===== src/rtl/ovf_irq_pkg.sv =====
package ovf_irq_pkg;

    localparam int GEN_CNT = 16;
    localparam int BW_CNT  = 8;
    localparam int SRC_W   = GEN_CNT + BW_CNT;
    localparam int SEL_W   = 3;

    typedef logic [SRC_W-1:0] src_vec_t;

    typedef enum logic [SEL_W-1:0] {
        SEL_ARM    = 3'd0,
        SEL_DISARM = 3'd1,
        SEL_MASK   = 3'd2,
        SEL_ACK    = 3'd3,
        SEL_PEND   = 3'd4
    } reg_sel_e;

    typedef struct packed {
        src_vec_t arm;
        src_vec_t disarm;
        src_vec_t ack;
    } wr_strobe_t;

    // General counters occupy the upper field, bandwidth counters the lower.
    function automatic src_vec_t pack_sources(input logic [GEN_CNT-1:0] gen,
                                              input logic [BW_CNT-1:0]  bw);
        return {gen, bw};
    endfunction

endpackage


===== src/rtl/ovf_irq_decode.sv =====
module ovf_irq_decode
    import ovf_irq_pkg::*;
(
    input  logic             wr,
    input  logic [SEL_W-1:0] addr,
    input  src_vec_t         wdata,
    input  src_vec_t         mask,
    input  src_vec_t         pend,
    output wr_strobe_t       strobe,
    output src_vec_t         rdata
);

    reg_sel_e sel;
    assign sel = reg_sel_e'(addr);

    always_comb begin
        strobe = '0;
        if (wr) begin
            case (sel)
                SEL_ARM:    strobe.arm    = wdata;
                SEL_DISARM: strobe.disarm = wdata;
                SEL_ACK:    strobe.ack    = wdata;
                default:    strobe        = '0;
            endcase
        end
    end

    always_comb begin
        case (sel)
            SEL_MASK: rdata = mask;
            SEL_PEND: rdata = pend;
            default:  rdata = '0;
        endcase
    end

endmodule


===== src/rtl/ovf_irq_mask.sv =====
module ovf_irq_mask
    import ovf_irq_pkg::*;
(
    input  logic     clk,
    input  logic     rst,
    input  src_vec_t arm,
    input  src_vec_t disarm,
    output src_vec_t mask_q
);

    always_ff @(posedge clk) begin
        if (rst) mask_q <= '0;
        else     mask_q <= (mask_q | arm) & ~disarm;
    end

endmodule


===== src/rtl/ovf_irq_pending.sv =====
module ovf_irq_pending
    import ovf_irq_pkg::*;
(
    input  logic     clk,
    input  logic     rst,
    input  src_vec_t src,
    input  src_vec_t ack,
    output src_vec_t pend_q
);

    for (genvar i = 0; i < SRC_W; i++) begin : g_bit
        logic bit_q;
        always_ff @(posedge clk) begin
            if (rst)         bit_q <= 1'b0;
            else if (src[i]) bit_q <= 1'b1;
            else if (ack[i]) bit_q <= 1'b0;
        end
        assign pend_q[i] = bit_q;
    end

endmodule


===== src/rtl/ovf_irq_ctrl.sv =====
module ovf_irq_ctrl
    import ovf_irq_pkg::*;
(
    input  logic               clk,
    input  logic               rst,
    input  logic               reg_wr,
    input  logic [SEL_W-1:0]   reg_addr,
    input  logic [SRC_W-1:0]   reg_wdata,
    output logic [SRC_W-1:0]   reg_rdata,
    input  logic [GEN_CNT-1:0] gen_ovf,
    input  logic [BW_CNT-1:0]  bw_ovf,
    output logic               irq
);

    wr_strobe_t strobe;
    src_vec_t   en_mask;
    src_vec_t   pend_bits;
    src_vec_t   sources;

    assign sources = pack_sources(gen_ovf, bw_ovf);

    ovf_irq_decode u_decode (
        .wr     (reg_wr),
        .addr   (reg_addr),
        .wdata  (reg_wdata),
        .mask   (en_mask),
        .pend   (pend_bits),
        .strobe (strobe),
        .rdata  (reg_rdata)
    );

    ovf_irq_mask u_mask (
        .clk    (clk),
        .rst    (rst),
        .arm    (strobe.arm),
        .disarm (strobe.disarm),
        .mask_q (en_mask)
    );

    ovf_irq_pending u_pend (
        .clk    (clk),
        .rst    (rst),
        .src    (sources),
        .ack    (strobe.ack),
        .pend_q (pend_bits)
    );

    always_ff @(posedge clk) begin
        if (rst) irq <= 1'b0;
        else     irq <= |(pend_bits & en_mask);
    end

endmodule


===== config.mk =====
export PLATFORM = sky130hd
export DESIGN_NAME = ovf_irq_ctrl
export DESIGN_NICKNAME = d
export VERILOG_FILES = /design/src/rtl/ovf_irq_pkg.sv /design/src/rtl/ovf_irq_decode.sv /design/src/rtl/ovf_irq_mask.sv /design/src/rtl/ovf_irq_pending.sv /design/src/rtl/ovf_irq_ctrl.sv
export SDC_FILE = /design/constraint.sdc
export NUM_CORES = 1
export LEC_CHECK = 0
export CAP_MARGIN = 20
export CORE_ASPECT_RATIO = 1.25
export CORE_UTILIZATION = 50
export CTS_BUF_LIST = sky130_fd_sc_hd__clkbuf_8
export CTS_CLUSTER_SIZE = 14
export DETAILED_ROUTE_END_ITERATION = 8
export HOLD_SLACK_MARGIN = 0.06
export PLACE_DENSITY_LB_ADDON = 0.12
export SLEW_MARGIN = 15
export SYNTH_ARGS = -nofsm -noshare
export SYNTH_HDL_FRONTEND = slang
export SYNTH_SLANG_ARGS = --single-unit

===== constraint.sdc =====
create_clock -name clk -period 4 [get_ports clk]
set_clock_uncertainty 0.15 [all_clocks]
set_input_delay 0.8 -clock clk [delete_from_list [all_inputs] [get_ports clk]]
set_output_delay 0.8 -clock clk [all_outputs]
set_load 0.01 [all_outputs]

==> results.md <==
* TNS Setup at 0 ns
* Fillers at 377
* Largest net degree at the start of global routing at 50
* Layout Utilization at 71.65%
* DRT Pass-1 Iters at 4
* Final Hold Viols at 0
* Clock power frac at 33.2%
* RSZ-0062 raised after global routing: false
* # DRC at 0
* Chip height at 77.33 µm
* Vias in the first global route at 2192
* Part of the power in combinational logic at between 10 and 15%
* Antenna fix cells at 0
* GRT Util Overall at 26.29%
* Die Area at roughly 4800 µm²
* Skew-Pair Late Insertion Delay at 0.30 ns
* Worst reg2reg startpoint: u_mask.mask_q[20]
* Layout cell share with drive strength beyond 1 at 4.274%
* CP Max Fanout at 24
* WP data arrival at 2.67 ns
* Peak VDD IR at 0.2072 mV
* Vias at 2343
* Least-Margin Pin Slew at 0.9545 ns
* Gr ovfl total at 0
* Synth Net Count at 337
* RD Place Congestion at 0.8318
* Minimum clock period at 3.618 ns
* FMAX at 0.2764 GHz
* Setup crit start kind: input port
* Synth Instances at 283
* PwrDens at ~320 nW/µm²
* CTS tree: yes
* Root Driver: clkbuf_8
* Synth Flop Type: dfxtp_1
* Setup crit start: reg_addr[0]
* Final worst-path cycle share at about 90%
* # hold bufs at CTS at 0
* Port Buf Inserts at 78
* Vias per Instance at 5.729
* Reg power frac at 51.9%
* Post-CTS Setup Repair Bufs at 0
* Initial Util at 51.68%
* Drt total wl at 6018 µm
* Top post-synthesis cells by area: dfxtp_1 (43%), a21oi_1 (11%), o21ai_0 (11%), a22o_1 (9.3%), or3_1 (6.6%)
* Final worst slack at around 0.38 ns
* Chip Width at 62.26 µm
* Internal power at about 780 µW
* FF+latch count, synth at 49
* Antenna viol nets, final at 0
* Net Sw Frac at 23.80%
* Synth cell types at 17
* Worst slew margin at 36.18%
* Asr flop ratio synth at 0%
* Hold/Removal Path Class: flop to flop
* Total Power at about 1.0 mW
* Crit. End Element: primary output
* Syn Area/Cell at 8.020 µm²
* # IOs at between 70 and 80
* Critical path type: input port to primary output
* Dpl hpwl at 3951 µm
* Min-Delay Startpoint: u_pend.g_bit[23].bit_q
* LEAKAGE at 1.191 nW
* First-pass GRT wire length at 10070 µm
* Sequential element share of the synthesized area at 43.22%
* Hold slack at 0.3466 ns
* Synth Cell Area at 2270 µm²
* # setup viols final at 0
* Clock Tree Buf Depth at 2
* Worst-path clk slew at 0.09 ns
* Resize count post-CTS at 0
* Leading area contributor after synthesis: dfxtp_1
* Htree depth at 2
* EDFF count, synth at 0
* Drt first-iter violations at 163
* Area Growth Syn to Fin at 38.64%
* Fin nets at just over 400
* Drt wl/cell at ~15 µm
* CTS buffer count at 5
* Rows at 27
* Net switching power at about 240 µW
* Core Area at 4392 µm²
* Pre-CTS setup slack at around 0.41 ns
* Clock Sinks at between 40 and 50
* Commonest cells post-synth: dfxtp_1 (49), a21oi_1 (48), o21ai_0 (48)
* Pins over their slew limit at 0
* Status: complete, no violations
* Max-cap violations at 0
* Most common cell in the netlist: dfxtp_1
* Share of the synthesized area in the top cell type at 43.22%
* Initial antenna violation count at 0
* CP required at 3.05 ns
* Synthesis warning total at 0
final cells by class:
cell class | instances | area [µm²] | area share (%)
multi-input cells | 188 | 1090 | 34.63
flip-flops and latches | 49 | 980.9 | 31.17
repair buffers | 82 | 805.8 | 25.61
inverters | 25 | 93.84 | 2.982
well taps | 58 | 72.57 | 2.306
clock buffers | 5 | 68.82 | 2.187
clock inverters | 2 | 35.03 | 1.113
final timing paths:
check / depth (start not counted) / slack (ns) / endpoint
max: 5 / 0.38 / reg_rdata[5]
min: 2 / 0.35 / u_pend.g_bit[23].bit_q
max reg2reg: 3 / 2.71 / irq
min reg2reg: 2 / 0.35 / u_pend.g_bit[23].bit_q
cell usage in the layout, fill, tap and decap left out:
cell type,count
clkdlybuf4s50_1,77
dfxtp_1,49
o21ai_0,48
a21oi_1,48
inv_1,25
a22o_1,24
nand2_1,24
or3_1,24
a22oi_1,12
clkbuf_8,5
buf_4,4
nand4_1,3
nor3b_2,2
or2_4,1
nand3b_1,1
o31a_1,1
clkinv_2,1
bufinv_16,1
buf_2,1
state kept, by name, summed over array words and instances (netlist names):
name,cells
u_mask.mask_q,24
u_pend.g_bit.bit_q,24
irq,1
power by group through the flow:
stage          Clock [mW]  Combinational (mW)  Sequential [mW]
6_report            0.338               0.152            0.529
5_1_grt             0.365               0.168            0.532
3_3_place_gp            0               0.148            0.540
2_1_floorplan           0              0.0720            0.535
3_5_place_dp            0               0.151            0.540
4_1_cts             0.343               0.152            0.528
through the flow:
| stage | std cells | cell area [µm²] |
|---|---|---|
| after floorplan | 283 | 2270 |
| after global placement | 402 | 3043 |
| after detailed placement | 402 | 3043 |
| after CTS | 409 | 3147 |
| after global routing | 409 | 3147 |
| final | 409 | 3147 |
critical path: stages:
cell and delay, ns:
clkdlybuf4s50_1 0.58, nor3b_2 0.23, buf_4 0.31, a22o_1 0.20, clkdlybuf4s50_1 0.54
logic make-up (layout without fill, tap and decap cells):
group | count (synthesis) | count (layout) | share of synthesized area (%)
buf+inv | 46 | 114 | 9.206
flops | 49 | 49 | 43.22
compound gates | 133 | 133 | 34.79
simple gates | 55 | 55 | 12.79
layer usage:
layer | vias to the layer above | track usage (%) | wire length [µm]
met1 | 1110 | 33.27 | 2637
met2 | 78 | 45.49 | 3018
met3 | 4 | 3.720 | 312
met4 | 0 | 8.605 | 50
met5 | - | 0 | 0
li1 | 1151 | - | -
(Power assumes the default switching activity.)
